==> src/rtl/pmux_pkg.sv <==
// Package: shared word width and controller states for the packet multiplexer.
// Assumes: payload and header words are 16 bits wide.
package pmux_pkg;
    localparam int WORD_W = 16;

    typedef enum logic [2:0] {
        ST_IDLE,
        ST_COLLECT,
        ST_HDR_ID,
        ST_HDR_LEN,
        ST_PAYLOAD
    } pmux_state_e;
endpackage

==> src/rtl/pmux_rr_arb.sv <==
// Module: pmux_rr_arb
// Combinational rotating-priority picker. Starting at index ptr and
// wrapping, it returns the first source whose request is high.
// Assumes: ptr < N_CH.
module pmux_rr_arb #(
    parameter int N_CH  = 2,
    parameter int IDX_W = 1
) (
    input  logic [N_CH-1:0]  req,
    input  logic [IDX_W-1:0] ptr,
    output logic [IDX_W-1:0] gnt_idx,
    output logic             gnt_any
);
    // Scan offsets from highest to lowest so the nearest requester wins.
    always_comb begin
        gnt_idx = '0;
        gnt_any = 1'b0;
        for (int k = N_CH - 1; k >= 0; k--) begin
            int cand;
            cand = int'(ptr) + k;
            if (cand >= N_CH) cand = cand - N_CH;
            if (req[cand]) begin
                gnt_idx = IDX_W'(cand);
                gnt_any = 1'b1;
            end
        end
    end
endmodule

==> src/rtl/pmux_pkt_buf.sv <==
// Module: pmux_pkt_buf
// Register-array payload store with one write port and an asynchronous
// read port. Holds the payload of one packet while its length is counted.
// Assumes: the writer never addresses beyond BUF_DEPTH-1.
module pmux_pkt_buf
    import pmux_pkg::*;
#(
    parameter int BUF_DEPTH = 8,
    parameter int ADDR_W    = 3
) (
    input  logic              clk,
    input  logic              wr_en,
    input  logic [ADDR_W-1:0] wr_addr,
    input  logic [WORD_W-1:0] wr_data,
    input  logic [ADDR_W-1:0] rd_addr,
    output logic [WORD_W-1:0] rd_data
);
    logic [WORD_W-1:0] mem [BUF_DEPTH];

    // Store a payload word when the controller asks.
    always_ff @(posedge clk) begin
        if (wr_en) mem[wr_addr] <= wr_data;
    end

    // Present the addressed word to the output path.
    assign rd_data = mem[rd_addr];
endmodule

==> src/rtl/pkt_len_mux.sv <==
// Module: pkt_len_mux (top)
// Merges N_CH source FIFOs into framed packets: [source id][byte length]
// [payload...]. A granted source is read until its marker entry, with the
// payload buffered so the header length is exact. Grants rotate.
// Assumes: source FIFOs are show-ahead (head entry visible while not empty,
// removed at the clock edge where src_pop is high).
module pkt_len_mux
    import pmux_pkg::*;
#(
    parameter int N_CH      = 2,
    parameter int BUF_DEPTH = 8
) (
    input  logic                   clk,
    input  logic                   rst_n,
    input  logic [N_CH-1:0]        src_empty,
    input  logic [N_CH*WORD_W-1:0] src_word,
    input  logic [N_CH-1:0]        src_last,
    output logic [N_CH-1:0]        src_pop,
    output logic [WORD_W-1:0]      pkt_data,
    output logic                   pkt_valid,
    output logic                   pkt_sop,
    output logic                   pkt_eop,
    input  logic                   pkt_ready,
    output logic                   trunc_flag
);
    localparam int IDX_W  = (N_CH > 1) ? $clog2(N_CH) : 1;
    localparam int CNT_W  = $clog2(BUF_DEPTH + 1);
    localparam int ADDR_W = (BUF_DEPTH > 1) ? $clog2(BUF_DEPTH) : 1;

    pmux_state_e       state;
    logic [IDX_W-1:0]  gnt;
    logic [IDX_W-1:0]  rr_ptr;
    logic [IDX_W-1:0]  gnt_next;
    logic [CNT_W-1:0]  wcount;
    logic [CNT_W-1:0]  rd_idx;
    logic [IDX_W-1:0]  arb_idx;
    logic              arb_any;
    logic              sel_empty;
    logic              sel_last;
    logic [WORD_W-1:0] sel_word;
    logic              pop_now;
    logic              buf_full;
    logic              buf_wr;
    logic [WORD_W-1:0] buf_rd;
    logic              last_pay;
    logic [CNT_W:0]    len_bytes;

    pmux_rr_arb #(.N_CH(N_CH), .IDX_W(IDX_W)) i_arb (
        .req     (~src_empty),
        .ptr     (rr_ptr),
        .gnt_idx (arb_idx),
        .gnt_any (arb_any)
    );

    pmux_pkt_buf #(.BUF_DEPTH(BUF_DEPTH), .ADDR_W(ADDR_W)) i_buf (
        .clk     (clk),
        .wr_en   (buf_wr),
        .wr_addr (wcount[ADDR_W-1:0]),
        .wr_data (sel_word),
        .rd_addr (rd_idx[ADDR_W-1:0]),
        .rd_data (buf_rd)
    );

    // Head entry of the granted source.
    assign sel_empty = src_empty[gnt];
    assign sel_last  = src_last[gnt];
    assign sel_word  = src_word[gnt*WORD_W +: WORD_W];

    // Pop whenever collecting and the granted source has an entry.
    assign pop_now  = (state == ST_COLLECT) && !sel_empty;
    assign buf_full = (wcount == CNT_W'(BUF_DEPTH));
    assign buf_wr   = pop_now && !sel_last && !buf_full;

    // Per-source pop strobe, only for the granted index.
    for (genvar c = 0; c < N_CH; c++) begin : g_pop
        assign src_pop[c] = pop_now && (gnt == IDX_W'(c));
    end

    assign gnt_next  = (gnt == IDX_W'(N_CH - 1)) ? '0 : gnt + 1'b1;
    assign last_pay  = (rd_idx == wcount - 1'b1);
    assign len_bytes = {wcount, 1'b0};

    // Controller: grant, collect, send header, send payload, rotate pointer.
    always_ff @(posedge clk) begin
        if (!rst_n) begin
            state      <= ST_IDLE;
            gnt        <= '0;
            rr_ptr     <= '0;
            wcount     <= '0;
            rd_idx     <= '0;
            trunc_flag <= 1'b0;
        end else begin
            case (state)
                ST_IDLE: begin
                    if (arb_any) begin
                        gnt    <= arb_idx;
                        wcount <= '0;
                        state  <= ST_COLLECT;
                    end
                end
                ST_COLLECT: begin
                    if (pop_now) begin
                        if (sel_last)       state      <= ST_HDR_ID;
                        else if (!buf_full) wcount     <= wcount + 1'b1;
                        else                trunc_flag <= 1'b1;
                    end
                end
                ST_HDR_ID: begin
                    if (pkt_ready) state <= ST_HDR_LEN;
                end
                ST_HDR_LEN: begin
                    if (pkt_ready) begin
                        rd_idx <= '0;
                        if (wcount == '0) begin
                            rr_ptr <= gnt_next;
                            state  <= ST_IDLE;
                        end else begin
                            state  <= ST_PAYLOAD;
                        end
                    end
                end
                ST_PAYLOAD: begin
                    if (pkt_ready) begin
                        if (last_pay) begin
                            rr_ptr <= gnt_next;
                            state  <= ST_IDLE;
                        end else begin
                            rd_idx <= rd_idx + 1'b1;
                        end
                    end
                end
                default: state <= ST_IDLE;
            endcase
        end
    end

    // Output word and framing flags from the current state.
    always_comb begin
        pkt_data  = '0;
        pkt_valid = 1'b0;
        pkt_sop   = 1'b0;
        pkt_eop   = 1'b0;
        case (state)
            ST_HDR_ID: begin
                pkt_data  = WORD_W'(gnt);
                pkt_valid = 1'b1;
                pkt_sop   = 1'b1;
            end
            ST_HDR_LEN: begin
                pkt_data  = WORD_W'(len_bytes);
                pkt_valid = 1'b1;
                pkt_eop   = (wcount == '0);
            end
            ST_PAYLOAD: begin
                pkt_data  = buf_rd;
                pkt_valid = 1'b1;
                pkt_eop   = last_pay;
            end
            default: ;
        endcase
    end

    AST_POP_NONEMPTY: assert property (@(posedge clk) disable iff (!rst_n) (src_pop & src_empty) == '0) else $error("pop of empty source");
    AST_POP_ONEHOT: assert property (@(posedge clk) disable iff (!rst_n) $onehot0(src_pop)) else $error("multiple pops");
    AST_LOCKED_SOURCE: assert property (@(posedge clk) disable iff (!rst_n) (|src_pop && !(|(src_pop & src_last))) |=> $stable(gnt) && !pkt_valid) else $error("lock broken");
    AST_NO_POP_WHILE_SENDING: assert property (@(posedge clk) disable iff (!rst_n) pkt_valid |-> src_pop == '0) else $error("pop during send");
    AST_STALL_HOLD: assert property (@(posedge clk) disable iff (!rst_n) (pkt_valid && !pkt_ready) |=> pkt_valid && $stable(pkt_data) && $stable(pkt_sop) && $stable(pkt_eop)) else $error("stall not held");
    AST_TRUNC_STICKY: assert property (@(posedge clk) disable iff (!rst_n) trunc_flag |=> trunc_flag) else $error("flag cleared");
    AST_SOP_HEADER: assert property (@(posedge clk) disable iff (!rst_n) pkt_sop |-> pkt_valid && !pkt_eop) else $error("bad sop");
endmodule

==> config.mk <==
export PLATFORM = sky130hd
export DESIGN_NAME = pkt_len_mux
export DESIGN_NICKNAME = d
export VERILOG_FILES = /design/src/rtl/pmux_pkg.sv /design/src/rtl/pmux_rr_arb.sv /design/src/rtl/pmux_pkt_buf.sv /design/src/rtl/pkt_len_mux.sv
export SDC_FILE = /design/constraint.sdc
export NUM_CORES = 1
export LEC_CHECK = 0
export ABC_AREA = 1
export BUFFER_PORTS_ARGS = -buffer_cell sky130_fd_sc_hd__buf_2
export CORE_ASPECT_RATIO = 1.5
export CORE_MARGIN = 2
export CORE_UTILIZATION = 59
export DETAILED_ROUTE_END_ITERATION = 12
export PLACE_DENSITY = 0.79
export SLEW_MARGIN = 30
export SYNTH_ARGS = -nofsm -noshare
export SYNTH_HDL_FRONTEND = slang
export SYNTH_SLANG_ARGS = --single-unit
==> constraint.sdc <==
create_clock -name clk -period 3.2 [get_ports clk]
set_input_delay 0.64 -clock clk [delete_from_list [all_inputs] [get_ports clk]]
set_output_delay 0.64 -clock clk [all_outputs]
set_load 0.05 [all_outputs]
==> impl_metrics.csv <==
group,metric,value,unit
detailed_routing,dr.pass1.iters,5,
global_routing,grt_pass1_wl,22.7,mm
setup_path,critPathCaptureType,"primary output",
detailed_routing,top_layer,"met4",
floorplanning,core,10500,um2
synth,netlist_instances,589,
synth,async_flop_share,0,
setup_path,worstPathRequired,2.56,ns
synth,ys_ff_latch,145,
detailed_routing,drc,0,
synth,synth_ff_type,"edfxtp_1",
global_routing,grt_pass1_vias,4677,
setup_path,cp_num_buf_inv,3,
synth,seq_area_frac_synth,0.661,
outcome,status,"complete, no violations",
placed_design,gp_congestion,0.859,
cts,root_buffer,"clkbuf_16",
cts,cts_num_sinks,145,
layout,areaGrowthSynthToFinish,17.9,%
synth,netlist_top_cells_area,"edfxtp_1, nor2_1, dfxtp_1, nand2_1, o21ai_0",
setup_path,path_delay_family,"flip-flops",
detailed_routing,avgRoutedWirePerCell,18.7,um
floorplanning,dieHeight,131,um
synth,ys_warn_count,0,
cts,postCtsSetupBuffers,0,
synth,synth_nets,631,
global_routing,grt_max_degree,65,
cts,cts_made_buffers,17,
detailed_routing,finalWirelength,15.1,mm
floorplanning,die_w,88.6,um
global_routing,grt.total_usage,0.274,
placed_design,numPortBuffers,60,
synth,synth_commonest_cells,"nor2_1, edfxtp_1, nand2_1",
setup_path,cpPeakStageDelay,0.51,ns
setup_path,worstSetupStartpointType,"flip-flop",
layout,drive_above_1_share,0.213,
synth,synthesis.area,6330,um2
global_routing,gr-total-overflow,0,
timing,tns,0,ns
timing,setup_violations,0,
timing,worst_slew_pin_slew,0.642,ns
power,p_leak,2.79,nW
cts,clockBufferDepth,2,
power,total_power,4.94,mW
cts,cts_tree,"yes",
detailed_routing,drt-met1-wl,5.42,mm
timing,clock.fmax,336,MHz
timing,rsz0062_at_grt,"false",
global_routing,antenna_found_initial,0,
cts,cts_hold_buf,0,
setup_path,crit_fanout,7,
timing,finalMaxSlewViolations,0,
synth,synth_top_area_frac,0.607,
timing,hold_violations,0,
synth,synth_cell_types,35,
floorplanning,pin_count,61,
detailed_routing,drt-initial-drc-count,373,
timing,finClkSkew,0.00953,ns
power,ir_drop,487,uV
detailed_routing,wl_met3,943,um
synth,yosysMostFrequentCell,"nor2_1",
run,max_cap_violations,0,
floorplanning,dieArea,11600,um2
detailed_routing,wl_met2,8.30,mm
cts,path_clk_slew,0.06,ns
timing,post-route-period-util,0.931,
timing,relSlewSlack,0.572,
cts,clk_latency,0.42,ns
hold_path,hp-class,"input port to flip-flop",
layout,num_antenna_cells,0,
synth,synth_area_leader_cell,"edfxtp_1",
detailed_routing,viasPerCell,5.87,
detailed_routing,ant_nets,0,
timing,fin_crit,2.98,ns
floorplanning,start_util,0.601,
power,powerDensity,662,nW/um2
setup_path,crit_type,"flip-flop to primary output",
cts,htreeDepth,4,
floorplanning,rows,46,
setup_path,path_cells,"inv_2 > ha_1 > nand2_1 > inv_1 > nor2_1 > nand2_1 > nor2_1 > nand3_1 > o31ai_1 > buf_2",
cts,cts_resized,0,
placed_design,hpwl,8.97,mm
synth,avgSynthCellArea,10.8,um2
synth,synth-edff-count,128,
setup_path,crit_slowest_cell,"dfxtp_1",
layout,fin_nets,695,
setup_path,crit_arrival,2.34,ns
detailed_routing,num_vias,4754,
cells by family after synthesis:
family                     share of synthesized area
and+or+nand+nor                                0.177
DFF                                            0.661
AOI/OAI and AO/OA                              0.112
buffers and inverters                         0.0387
xor gates and xnor gates                     0.00553
adders and majority gates                    0.00593
final cells by class:
cell class | instances | area, um2
flip-flops and latches | 145 | 4190
clock inverters | 15 | 204
clock buffers | 17 | 425
multi-input cells | 386 | 1940
fillers | 728 | 3060
repair buffers | 76 | 433
inverters | 27 | 105
well taps | 144 | 180
cells in the final DEF (no fill, tap or decap), types with 5 or more instances in the layout:
cell	Yosys	final
nor3_2	1	6
o32ai_1	22	22
o211ai_1	10	10
dfxtp_1	17	15
a21oi_1	17	17
inv_1	16	16
edfxtp_1	128	128
clkbuf_16	0	17
o21ai_0	60	60
nand3_2	5	5
inv_2	9	9
nand2_1	88	88
buf_4	0	15
buf_2	13	60
nand2_2	5	5
nor2_1	132	132
nand3_1	14	14
registers in the layout (all words and copies together) (netlist names), named ones only:
register	cells
trunc_flag	1
rd_idx	4
i_buf.mem	128
rr_ptr	1
wcount	4
gnt	1
state	3
routing by layer:
layer / up-vias / global-route usage
li1: 2201 / -
met1: 2275 / 0.293
met2: 237 / 0.500
met3: 41 / 0.0528
met4: 0 / 0.143
met5: - / 0
power breakdown:
group	leakage, nW	switching (mW)	internal, mW
logic	1.20	0.477	0.166
registers	1.29	0.0324	2.19
clock network	0.305	0.767	1.31
total	2.79	1.28	3.67
final timing paths:
path,startpoint,to,slack [ns],depth (start not counted)
hold / removal,rst_n,trunc_flag$_SDFFE_PN0P_,0.46,2
setup reg to reg,wcount[1]$_SDFFE_PN0P_,i_buf.mem[3][7]$_DFFE_PP_,0.82,8
setup / recovery,wcount[1]$_SDFFE_PN0P_,pkt_eop,0.22,10
hold reg to reg,trunc_flag$_SDFFE_PN0P_,trunc_flag$_SDFFE_PN0P_,0.48,1
per-stage QoR:
step	instances	hold WS (ns)	utilization	setup WS [ns]	area, um2
floorplan	589	0.452	-	0.201	6330
global placement	778	0.451	0.649	0.773	6840
detailed placement	778	0.469	0.649	0.679	6840
CTS	810	0.456	0.709	0.211	7470
global route	810	0.464	0.709	0.0580	7470
finish	810	0.465	0.709	0.220	7470
(Power assumes the default switching activity.)
